[src/rtl/mwadd_pkg.sv]
package mwadd_pkg;
  typedef enum logic {
    OP_ADD = 1'b0,
    OP_ADC = 1'b1
  } op_e;
endpackage

[src/rtl/mwadd_sum_core.sv]
module mwadd_sum_core #(
  parameter int unsigned WORD_W  = 64,
  parameter int unsigned SLICE_W = 16
) (
  input  logic [WORD_W-1:0] a_i,
  input  logic [WORD_W-1:0] b_i,
  input  logic              cin_i,
  output logic [WORD_W-1:0] sum_o,
  output logic              cout_o
);
  localparam int unsigned NSLICE = WORD_W / SLICE_W;

  logic [NSLICE:0] c;
  assign c[0] = cin_i;

  // ripple of slice adders
  for (genvar g = 0; g < NSLICE; g++) begin : g_slice
    logic [SLICE_W:0] part;
    assign part = {1'b0, a_i[g*SLICE_W +: SLICE_W]}
                + {1'b0, b_i[g*SLICE_W +: SLICE_W]}
                + {{SLICE_W{1'b0}}, c[g]};
    assign sum_o[g*SLICE_W +: SLICE_W] = part[SLICE_W-1:0];
    assign c[g+1] = part[SLICE_W];
  end

  assign cout_o = c[NSLICE];

  initial begin
    assert_slice_div: assert (NSLICE * SLICE_W == WORD_W);
  end
endmodule

[src/rtl/mwadd_carry_reg.sv]
module mwadd_carry_reg (
  input  logic clk_i,
  input  logic rst_ni,
  input  logic clr_i,
  input  logic upd_i,
  input  logic d_i,
  output logic q_o
);
  always_ff @(posedge clk_i or negedge rst_ni) begin
    if (!rst_ni)     q_o <= 1'b0;
    else if (clr_i)  q_o <= 1'b0;
    else if (upd_i)  q_o <= d_i;
  end

  assert_clr_R8: assert property (@(posedge clk_i) disable iff (!rst_ni)
    clr_i |=> !q_o);
endmodule

[src/rtl/mwadd_out_reg.sv]
module mwadd_out_reg #(
  parameter int unsigned WORD_W = 64
) (
  input  logic              clk_i,
  input  logic              rst_ni,
  input  logic              en_i,
  input  logic [WORD_W-1:0] d_i,
  output logic [WORD_W-1:0] q_o,
  output logic              vld_o
);
  always_ff @(posedge clk_i or negedge rst_ni) begin
    if (!rst_ni) begin
      q_o   <= '0;
      vld_o <= 1'b0;
    end else begin
      vld_o <= en_i;
      if (en_i) q_o <= d_i;
    end
  end

  assert_vld_hi_R6: assert property (@(posedge clk_i) disable iff (!rst_ni)
    en_i |=> vld_o);
  assert_vld_lo_R6: assert property (@(posedge clk_i) disable iff (!rst_ni)
    !en_i |=> !vld_o);
endmodule

[src/rtl/mw_carry_adder.sv]
module mw_carry_adder
  import mwadd_pkg::*;
#(
  parameter int unsigned WORD_W  = 64,
  parameter int unsigned SLICE_W = 16
) (
  input  logic              clk_i,
  input  logic              rst_ni,
  input  logic              valid_i,
  input  logic              op_i,
  input  logic [WORD_W-1:0] a_i,
  input  logic [WORD_W-1:0] b_i,
  input  logic              carry_clr_i,
  output logic [WORD_W-1:0] sum_o,
  output logic              sum_valid_o,
  output logic              carry_o
);
  op_e              op;
  logic             cin;
  logic             cout;
  logic [WORD_W-1:0] sum_d;

  assign op  = op_e'(op_i);
  assign cin = (op == OP_ADC) ? carry_o : 1'b0;

  mwadd_sum_core #(.WORD_W(WORD_W), .SLICE_W(SLICE_W)) i_core (
    .a_i   (a_i),
    .b_i   (b_i),
    .cin_i (cin),
    .sum_o (sum_d),
    .cout_o(cout)
  );

  mwadd_carry_reg i_carry (
    .clk_i (clk_i),
    .rst_ni(rst_ni),
    .clr_i (carry_clr_i),
    .upd_i (valid_i),
    .d_i   (cout),
    .q_o   (carry_o)
  );

  mwadd_out_reg #(.WORD_W(WORD_W)) i_out (
    .clk_i (clk_i),
    .rst_ni(rst_ni),
    .en_i  (valid_i),
    .d_i   (sum_d),
    .q_o   (sum_o),
    .vld_o (sum_valid_o)
  );

  assert_add_sum_R2: assert property (@(posedge clk_i) disable iff (!rst_ni)
    (valid_i && !op_i) |=> sum_o == $past(a_i) + $past(b_i));

  // carry out of a+b exactly when a > ~b
  assert_add_carry_R3: assert property (@(posedge clk_i) disable iff (!rst_ni)
    (valid_i && !op_i && !carry_clr_i) |=> carry_o == ($past(a_i) > ~$past(b_i)));

  assert_adc_sum_R4: assert property (@(posedge clk_i) disable iff (!rst_ni)
    (valid_i && op_i) |=>
      sum_o == $past(a_i) + $past(b_i) + {{(WORD_W-1){1'b0}}, $past(carry_o)});

  assert_adc_carry_R5: assert property (@(posedge clk_i) disable iff (!rst_ni)
    (valid_i && op_i && !carry_clr_i) |=>
      carry_o == (($past(a_i) > ~$past(b_i)) ||
                  ($past(carry_o) && ($past(a_i) == ~$past(b_i)))));

  assert_hold_R7: assert property (@(posedge clk_i) disable iff (!rst_ni)
    (!valid_i && !carry_clr_i) |=> ($stable(carry_o) && $stable(sum_o)));
endmodule

[config.mk]
export PLATFORM = sky130hd
export DESIGN_NAME = mw_carry_adder
export DESIGN_NICKNAME = d
export VERILOG_FILES = /design/src/rtl/mwadd_pkg.sv /design/src/rtl/mwadd_sum_core.sv /design/src/rtl/mwadd_carry_reg.sv /design/src/rtl/mwadd_out_reg.sv /design/src/rtl/mw_carry_adder.sv
export SDC_FILE = /design/constraint.sdc
export NUM_CORES = 1
export LEC_CHECK = 0
export BUFFER_PORTS_ARGS = -buffer_cell sky130_fd_sc_hd__buf_2
export CAP_MARGIN = 20
export CELL_PAD_IN_SITES_DETAIL_PLACEMENT = 0
export CELL_PAD_IN_SITES_GLOBAL_PLACEMENT = 2
export CORE_MARGIN = 8
export CORE_UTILIZATION = 30
export CTS_CLUSTER_SIZE = 30
export DETAILED_ROUTE_END_ITERATION = 8
export GPL_ROUTABILITY_DRIVEN = 0
export MAX_ROUTING_LAYER = met4
export PLACE_DENSITY_LB_ADDON = 0.1
export SLEW_MARGIN = 0
export SYNTH_ARGS = -nofsm -noshare
export SYNTH_HDL_FRONTEND = slang
export SYNTH_SLANG_ARGS = --single-unit
[constraint.sdc]
create_clock -name clk_i -period 8 [get_ports clk_i]
set_input_delay 1.6 -clock clk_i [delete_from_list [all_inputs] [get_ports clk_i]]
set_output_delay 1.6 -clock clk_i [all_outputs]
set_load 0.005 [all_outputs]
; ---- Yosys cells after proc, flatten, opt, wreduce, memory -nomap -nowiden
; Cells that the tools add are included.
[classes]
addsub = 8
n_bitwise = 0
n_reduce_logical = 1
n_lt_le_gt_ge = 0
multipliers = 0
eq_ne = 0
muxes = 3
shift = 0
div = 0
[op_table]
columns = cell, n
row1 = 16-bit by 16-bit adder with 17-bit output, 4
row2 = 17-bit by 1-bit adder with 17-bit output, 4
row3 = 1-bit 2-to-1 mux, 3
row4 = 2-bit nonzero test, 1
[totals]
output_inout_bits = 66
latchBits = 0
word_cells = 15
input_bits = 133
regBits = 66
memories = 0
rom_bits = 0
ram_bits = 0

; ---- Depth between registers and ports, before layout
; Gate-level depths: netlist of the first run.
[depth]
ltp_word = 7
depth_mapped = 33
mapped_depth_nobuf = 33

; ---- By module
; From an unflattened synthesis of the first run, not the netlist that was laid out.
[unflattened]
hier_cells = 543
hier_area_um2 = 5705.5
[modules_own_cells]
columns = module, seq_area_each_um2, area_per_inst_um2, instances, cells_per_inst
row1 = mwadd_sum_core, 0.0, 2956.6, 1, 403
row2 = mwadd_out_reg, 1626.6, 2703.8, 1, 136
row3 = mwadd_carry_reg, 25.0, 38.8, 1, 3
row4 = mw_carry_adder, 0.0, 6.3, 1, 1

; ---- Worst setup path after synthesis of the first run
; OpenSTA, ideal clock, no wires.
[synth_path]
path_kind = in2reg
startpoint = input port op_i
endpoint = register i_out.q_o[62]
setup_time_ns = 0.126
t_arrival_ns = 8.437
slack_ns = -0.563
required_ns = 7.874
cell_stages = 33
n_path_buf = 0
path_cell_list = and2_1 -> fa_1 -> fa_1 -> a21o_2 -> a31oi_2 -> or2_2 -> o221ai_2 -> a21o_1 -> a21oi_1 -> fa_1 -> fa_1 -> nand2b_1 -> a21oi_1 -> nor3_1 -> o311a_1 -> o31ai_1 -> a21oi_1 -> fa_1 -> fa_1 -> nor2b_4 -> o31ai_4 -> a31oi_2 -> a221oi_2 -> o21ai_0 -> a21o_1 -> fa_1 -> fa_1 -> a211oi_2 -> o21ai_1 -> a31oi_2 -> o211ai_2 -> a31o_1 -> a221o_1
[synth_between]
elab_chain_len = 5
[synth_rtl]
columns = item, line
row1 = start: declaration, mw_carry_adder.sv:10  ; input logic op_i,
row2 = 1-bit 2-to-1 mux, mw_carry_adder.sv:24  ; assign cin = (op == OP_ADC) ? carry_o : 1'b0;
row3 = 17-bit by 1-bit adder with 17-bit output (4 in series), mwadd_sum_core.sv:21  ; + {{SLICE_W{1'b0}}, c[g]};
row4 = end signal: assignment, mwadd_out_reg.sv:17  ; if (en_i) q_o <= d_i;
row5 = end: declaration, mwadd_out_reg.sv:8  ; output logic [WORD_W-1:0] q_o,
; Every way passes these cells.
; A chain may end at the register's enable or synchronous reset.

; ---- Worst setup path after layout of the first run
; Ends and elaborated chain as after synthesis.

==> results of run 1 <==
[worst max-delay path, delay by kind of cell]
| kind | cells | cell delay [ps] |
|---|---|---|
| AND/OR/NAND/NOR | 5 | 610 |
| AO/OA/AOI/OAI | 20 | 3630 |
| buffers and inverters | 1 | 90 |
| adder cells (fa/ha/maj) | 8 | 2400 |
[logic make-up after synthesis]
logic type               share of synthesized area [%]
adder cells (fa/ha/maj)                          16.49
flip-flops                                       29.90
AO/OA/AOI/OAI                                    23.47
XOR/XNOR                                         6.500
AND/OR/NAND/NOR                                  12.07
multiplexers                                     8.313
buffers and inverters                            3.262
[cells in the final DEF (no fill, tap or decap), drive strengths merged, types with 8 or more instances in the layout]
master	count
nand4	9
o21a	15
dfrtp	66
inv	23
a211oi	11
nor2	32
xor2	19
mux2	39
o21ai	36
a21o	19
xnor2	22
a21oi	49
buf	254
nor3	12
nand2	44
nand3	9
clkbuf	15
ha	60
fa	8
[path summary, 6_finish.rpt]
path                                      end  slack, ps  cells after the start
max in group asynchronous       i_out.q_o[19]       5970                      1
worst max-delay path            i_out.q_o[62]       -150                     34
min in group asynchronous       i_out.q_o[57]       1410                      1
worst min-delay path            i_out.q_o[32]        480                      2
worst max register to register  i_out.q_o[62]        820                     33
worst min register to register  i_out.q_o[32]        480                      2
[layer usage]
metal | GRT usage (%) | vias to the layer above
li1 | - | 2669
met1 | 18.79 | 2537
met3 | 3.505 | 23
met5 | - | -
met2 | 27.43 | 161
met4 | 5.145 | 0
[final cells by class]
type                            count  share of cell area [%]
Antenna cell                        2                 0.06574
Clock buffer                       15                   3.780
Clock inverter                      1                  0.3944
Inverter                           23                   1.134
Multi-Input combinational cell    474                   50.47
Sequential cell                    66                   21.69
Tap cell                          229                   3.763
Timing Repair Buffer              254                   18.70
[power breakdown]
group          internal [mW]  switching (mW)
Sequential             0.411          0.0413
Combinational          0.280           0.263
Clock                  0.276           0.154
Total                  0.967           0.458
[repair_timing]
action / CTS / global route
pin swaps: 19 / 8
resized for setup: 14 / 7
buffers inserted: 9 / 5
setup endpoints to repair: 11 / 12
[Yosys cell counts, types with 6 or more instances]
master / number / area (sq um)
clkbuf_1: 13 / 48.80
xor2_1: 19 / 166.4
a211oi_1: 10 / 75.07
o21ai_0: 34 / 170.2
nand2_1: 44 / 165.2
nor3_1: 12 / 60.06
nor2_1: 32 / 120.1
nand4_1: 9 / 56.30
nand3_1: 9 / 45.04
o31ai_1: 6 / 45.04
mux2_2: 39 / 439.2
o21a_1: 15 / 112.6
xnor2_1: 22 / 192.7
dfrtp_1: 66 / 1652
a21oi_1: 49 / 245.2
a21o_1: 18 / 135.1
fa_1: 8 / 160.2
inv_1: 23 / 86.33
ha_1: 60 / 750.7
[registers in the layout, indices dropped and copies added, names as in the netlist]
signal,flops
i_out.q_o,64
i_carry.q_o,1
i_out.vld_o,1
==> impl_metrics.env, run 1 <==
export IMPL_stdcell_area_sq_um=7614
export IMPL_num_rows=49
export IMPL_syn_area_per_cell_sq_um=9.443
export IMPL_holdWs_ps=478.6
export IMPL_drtIter0Drc=195
export IMPL_worstPathMaxFanout=4
export IMPL_ioPinCount=199
export IMPL_viasPerCell=5.066
export IMPL_ir_worst_vdd_v=0.0001040
export IMPL_dr_wl_met3_microns=1190
export IMPL_crit_start="op_i"
export IMPL_period_needed_ps=8147
export IMPL_power_density_nw_per_um2=187.2
export IMPL_topRoutingLayerUsed="met4"
export IMPL_dr_pass1_iters=4
export IMPL_cts_sinks=66
export IMPL_dpl_instance_area_sq_um=7086
export IMPL_finalCritPeriodShare_pct=101.8
export IMPL_hold_buffers=0
export IMPL_max_stage_delay_ps=390
export IMPL_cp_slowest_cell="fa_2"
export IMPL_yosysUniqueCellTypes=71
export IMPL_fp_dieH_microns=151.7
export IMPL_synth_area_sq_um=5524
export IMPL_cts_tree="built"
export IMPL_utilization_pct=42.24
export IMPL_grt_pass1_wl_microns=28860
export IMPL_total_power_mw=1.425
export IMPL_post_place_ws_ps=-765.8
export IMPL_synth_edf_count=0
export IMPL_hold_viol_final=0
export IMPL_clk_pin_slew_ps=60
export IMPL_vias=5390
export IMPL_wl_per_cell_microns=17.22
export IMPL_wl_met1_microns=7957
export IMPL_grt_pass1_vias=5787
export IMPL_antenna_left=0
export IMPL_cts_inserted_buffers=9
export IMPL_grt_max_degree=67
export IMPL_start_util_pct=30.65
export IMPL_multiInputGateArea_sq_um=3842
export IMPL_track_usage_pct=16.19
export IMPL_clock_fmax_mhz=122.8
export IMPL_area_growth_pct=37.83
export IMPL_design_die_area_sq_um=23010
export IMPL_rsz0062_at_grt="true"
export IMPL_status="finished with violations"
export IMPL_cap_violations=0
export IMPL_endpoint_kind="flip-flop"
export IMPL_nNetsFinal=1029
export IMPL_synth_flop_cell="dfrtp_1"
export IMPL_fillers=1846
export IMPL_coreArea_sq_um=18020
export IMPL_fin_cells=1064
export IMPL_final_max_slew_viol_count=0
export IMPL_ys_seq_elements=66
export IMPL_synthCells=585
export IMPL_skew_ps=4.893
export IMPL_insertion_delay_ps=330
export IMPL_start_kind="input pin"
export IMPL_p_leak_nw=3.656
export IMPL_die_x_microns=151.7
export IMPL_hold_path_class="reg -> reg"
export IMPL_min_from="i_out.q_o[32]"
export IMPL_io_buffer_count=198
export IMPL_dp_cells=1032
export IMPL_htree_levels=3
export IMPL_seq_area_frac_synth_pct=29.90
export IMPL_grt_overflow_total=0
export IMPL_synth_yosys_warnings=0
export IMPL_drive_above_1_share_pct=41.18
export IMPL_violations="setup timing"
export IMPL_dr_wl_met2_microns=8884
export IMPL_critPathKind="in -> reg"
export IMPL_drc=0
export IMPL_cpMostUsedCell="fa_2"
export IMPL_post_dp_hpwl_microns=14410
export IMPL_final_seq_area_sq_um=1652
export IMPL_fin_ws_ps=-146.5
export IMPL_arrival_ps=8360
export IMPL_slew_headroom_pct=36.91
export IMPL_antenna_found_initial=2
export IMPL_required_ps=8220
export IMPL_cts_buffer_depth=2
export IMPL_syn_nets=786
export IMPL_final_setup_tns_ps=-334.3
export IMPL_r2r_start="i_carry.q_o"
export IMPL_finalSetupViolations=4
export IMPL_synth_async_sr_flop_share_pct=100.0
export IMPL_routed_wl_microns=18330
export IMPL_worstMarginPinSlew_ps=946.3
export IMPL_cts_root_buf="clkbuf_16"
Power figures use the tool's default switching activity.
==> inputs of run 2 (changes only) <==
--- a/config.mk
+++ b/config.mk
@@ -5,12 +5,13 @@
 export SDC_FILE = /design/constraint.sdc
 export NUM_CORES = 1
 export LEC_CHECK = 0
+export ABC_AREA = 1
 export BUFFER_PORTS_ARGS = -buffer_cell sky130_fd_sc_hd__buf_2
 export CAP_MARGIN = 20
 export CELL_PAD_IN_SITES_DETAIL_PLACEMENT = 0
 export CELL_PAD_IN_SITES_GLOBAL_PLACEMENT = 2
 export CORE_MARGIN = 8
-export CORE_UTILIZATION = 30
+export CORE_UTILIZATION = 27
 export CTS_CLUSTER_SIZE = 30
 export DETAILED_ROUTE_END_ITERATION = 8
 export GPL_ROUTABILITY_DRIVEN = 0
==> run 2 against run 1 <==
  * The run now ends clean
  * Global-route usage decreased by 1.0 points
  * Worst setup slack gained 1400 ps
  * Clock skew rose by 4.0 ps
  * Critical path type unchanged
==> impl_metrics.env, run 2 <==
export IMPL_track_usage_pct=15.16
export IMPL_grt_pass1_vias=6501
export IMPL_worstPathMaxFanout=4
export IMPL_post_dp_hpwl_microns=16800
export IMPL_largest_reg_flops=64
export IMPL_worstMarginPinSlew_ps=947.5
export IMPL_final_max_slew_viol_count=0
export IMPL_viasPerCell=4.270
export IMPL_power_density_nw_per_um2=160.6
export IMPL_hold_buffers=0
export IMPL_htree_levels=3
export IMPL_arrival_ps=6980
export IMPL_slew_headroom_pct=36.83
export IMPL_total_power_mw=1.257
export IMPL_cpMostUsedCell="nand3_1"
export IMPL_status="finished, final reports clean"
export IMPL_insertion_delay_ps=340
export IMPL_antenna_left=0
export IMPL_synth_async_sr_flop_share_pct=100.0
export IMPL_start_kind="input pin"
export IMPL_io_buffer_count=198
export IMPL_p_leak_nw=4.739
export IMPL_period_needed_ps=6757
export IMPL_utilization_pct=34.46
export IMPL_final_common_cell="nand2_1"
export IMPL_dr_pass1_iters=4
export IMPL_grt_overflow_total=0
export IMPL_cts_inserted_buffers=9
export IMPL_drtIter0Drc=207
export IMPL_synth_area_sq_um=6274
export IMPL_yosys_area_top_type="dfrtp_1"
export IMPL_clock_fmax_mhz=148.0
export IMPL_rsz0062_at_grt="false"
export IMPL_cp_slowest_cell="fa_1"
export IMPL_yosysUniqueCellTypes=30
export IMPL_required_ps=8220
export IMPL_routed_wl_microns=20690
export IMPL_crit_start="op_i"
export IMPL_start_util_pct=27.63
export IMPL_drive_above_1_share_pct=20.80
export IMPL_skew_ps=8.900
export IMPL_coreArea_sq_um=22710
export IMPL_synth_area_leaders="dfrtp_1 (26%), nand2_1 (26%), ha_1 (12%)"
export IMPL_synth_top_cell_area_share_pct=26.33
export IMPL_wl_per_cell_microns=13.92
export IMPL_drc=0
export IMPL_synth_flop_cell="dfrtp_1"
export IMPL_die_x_microns=168.4
export IMPL_syn_nets=1202
export IMPL_grt_max_degree=67
export IMPL_endpoint_kind="flip-flop"
export IMPL_antenna_found_initial=0
export IMPL_ys_seq_elements=66
export IMPL_top_register="i_out.q_o"
export IMPL_finalCritPeriodShare_pct=84.46
export IMPL_nNetsFinal=1399
export IMPL_most_common_layout_cells="nand2_1 (428), buf_2 (197), inv_1 (157)"
export IMPL_cap_violations=0
export IMPL_cts_root_buf="clkbuf_16"
export IMPL_cts_buffer_depth=2
export IMPL_syn_area_per_cell_sq_um=6.267
export IMPL_synth_commonest_cells="nand2_1 (428), inv_1 (157), nand3_1 (71), dfrtp_1 (66), ha_1 (60)"
export IMPL_r2r_start="i_carry.q_o"
export IMPL_finalSetupViolations=0
export IMPL_insertedDiodeCount=0
export IMPL_final_setup_tns_ps=0
export IMPL_clk_pin_slew_ps=60
export IMPL_critPathKind="in -> reg"
export IMPL_num_rows=55
export IMPL_max_stage_delay_ps=430
export IMPL_yosysMostFrequentCell="nand2_1"
export IMPL_hold_path_class="reg -> reg"
export IMPL_cts_sinks=66
export IMPL_vias=6350
export IMPL_hold_viol_final=0
export IMPL_cts_tree="built"
export IMPL_synthCells=1001
export IMPL_seq_area_frac_synth_pct=26.33
export IMPL_reg_top3="i_out.q_o x64, i_carry.q_o x1, i_out.vld_o x1"
export IMPL_synth_yosys_warnings=0
export IMPL_design_die_area_sq_um=28370
export IMPL_grt_pass1_wl_microns=33670
export IMPL_cts_resized=0
export IMPL_area_growth_pct=24.75
export IMPL_synth_edf_count=0
export IMPL_min_from="i_out.q_o[0]"
export IMPL_ioPinCount=199
export IMPL_postCtsSetupBuffers=0
export IMPL_fp_dieH_microns=168.4
export IMPL_ir_worst_vdd_v=0.00007063
run 2: cell types whose count changed after synthesis, sizes merged, moves of 19 or more:
cell / delta
a21o: -19
inv: +147
mux2: -39
nand2: +396
nand3: +68
xor2: -19
run 2: final timing paths:
kind                       slack (ps)             to  cells after the start
setup / recovery                 1240  i_out.q_o[54]                     37
hold / removal                    460   i_out.q_o[0]                      2
setup reg to reg                 2200  i_out.q_o[54]                     36
hold reg to reg                   460   i_out.q_o[0]                      2
max in group asynchronous        5970   i_out.q_o[6]                      1
min in group asynchronous        1410  i_out.q_o[29]                      1
run 2: critical path, delay by kind of cell:
kind | cells | cell delay [ps]
fa+ha+maj | 8 | 2490
simple gates | 22 | 2090
buf+inv | 4 | 280
compound gates | 3 | 480
run 2: per-layer routing:
layer | track usage (%) | vias up | part of all wire (%)
li1 | - | 3475 | -
met1 | 18.99 | 2744 | 49
met2 | 24.82 | 121 | 46
met3 | 3.321 | 10 | 4.6
met4 | 3.028 | 0 | 0.64
met5 | - | - | 0
run 2: power by group:
group,internal [mW],switching [mW],leakage (nW)
clock,0.206,0.159,0.129
combinational,0.191,0.276,3.81
sequential,0.391,0.0334,0.796
run 2: logic make-up after synthesis:
| kind of cell | after synthesis | synth area share (%) |
|---|---|---|
| AND/OR/NAND/NOR | 605 | 40.73 |
| buffers and inverters | 184 | 11.21 |
| adder cells (fa/ha/maj) | 68 | 14.52 |
| AO/OA/AOI/OAI | 66 | 5.545 |
| flip-flops | 66 | 26.33 |
| XOR/XNOR | 12 | 1.675 |
run 2: per-stage QoR:
stage	hold WS [ps]	cells	cell area, sq um	setup slack, ps
6_report	464.9	1487	7826	1243
5_1_grt	492.7	1487	7826	605.3
4_1_cts	473.7	1487	7826	1183
3_5_place_dp	458.8	1472	7574	820.5
3_3_place_gp	452.2	1472	7574	1010
2_1_floorplan	465.4	1001	6274	1635
run 2: cell type report:
class | count | area, sq um
flip-flops and latches | 66 | 1652
repair buffers | 200 | 1008
clock inverters | 4 | 20.02
clock buffers | 11 | 232.7
well taps | 285 | 356.6
fillers | 2615 | 14880
multi-input cells | 751 | 3919
inverters | 170 | 638.1
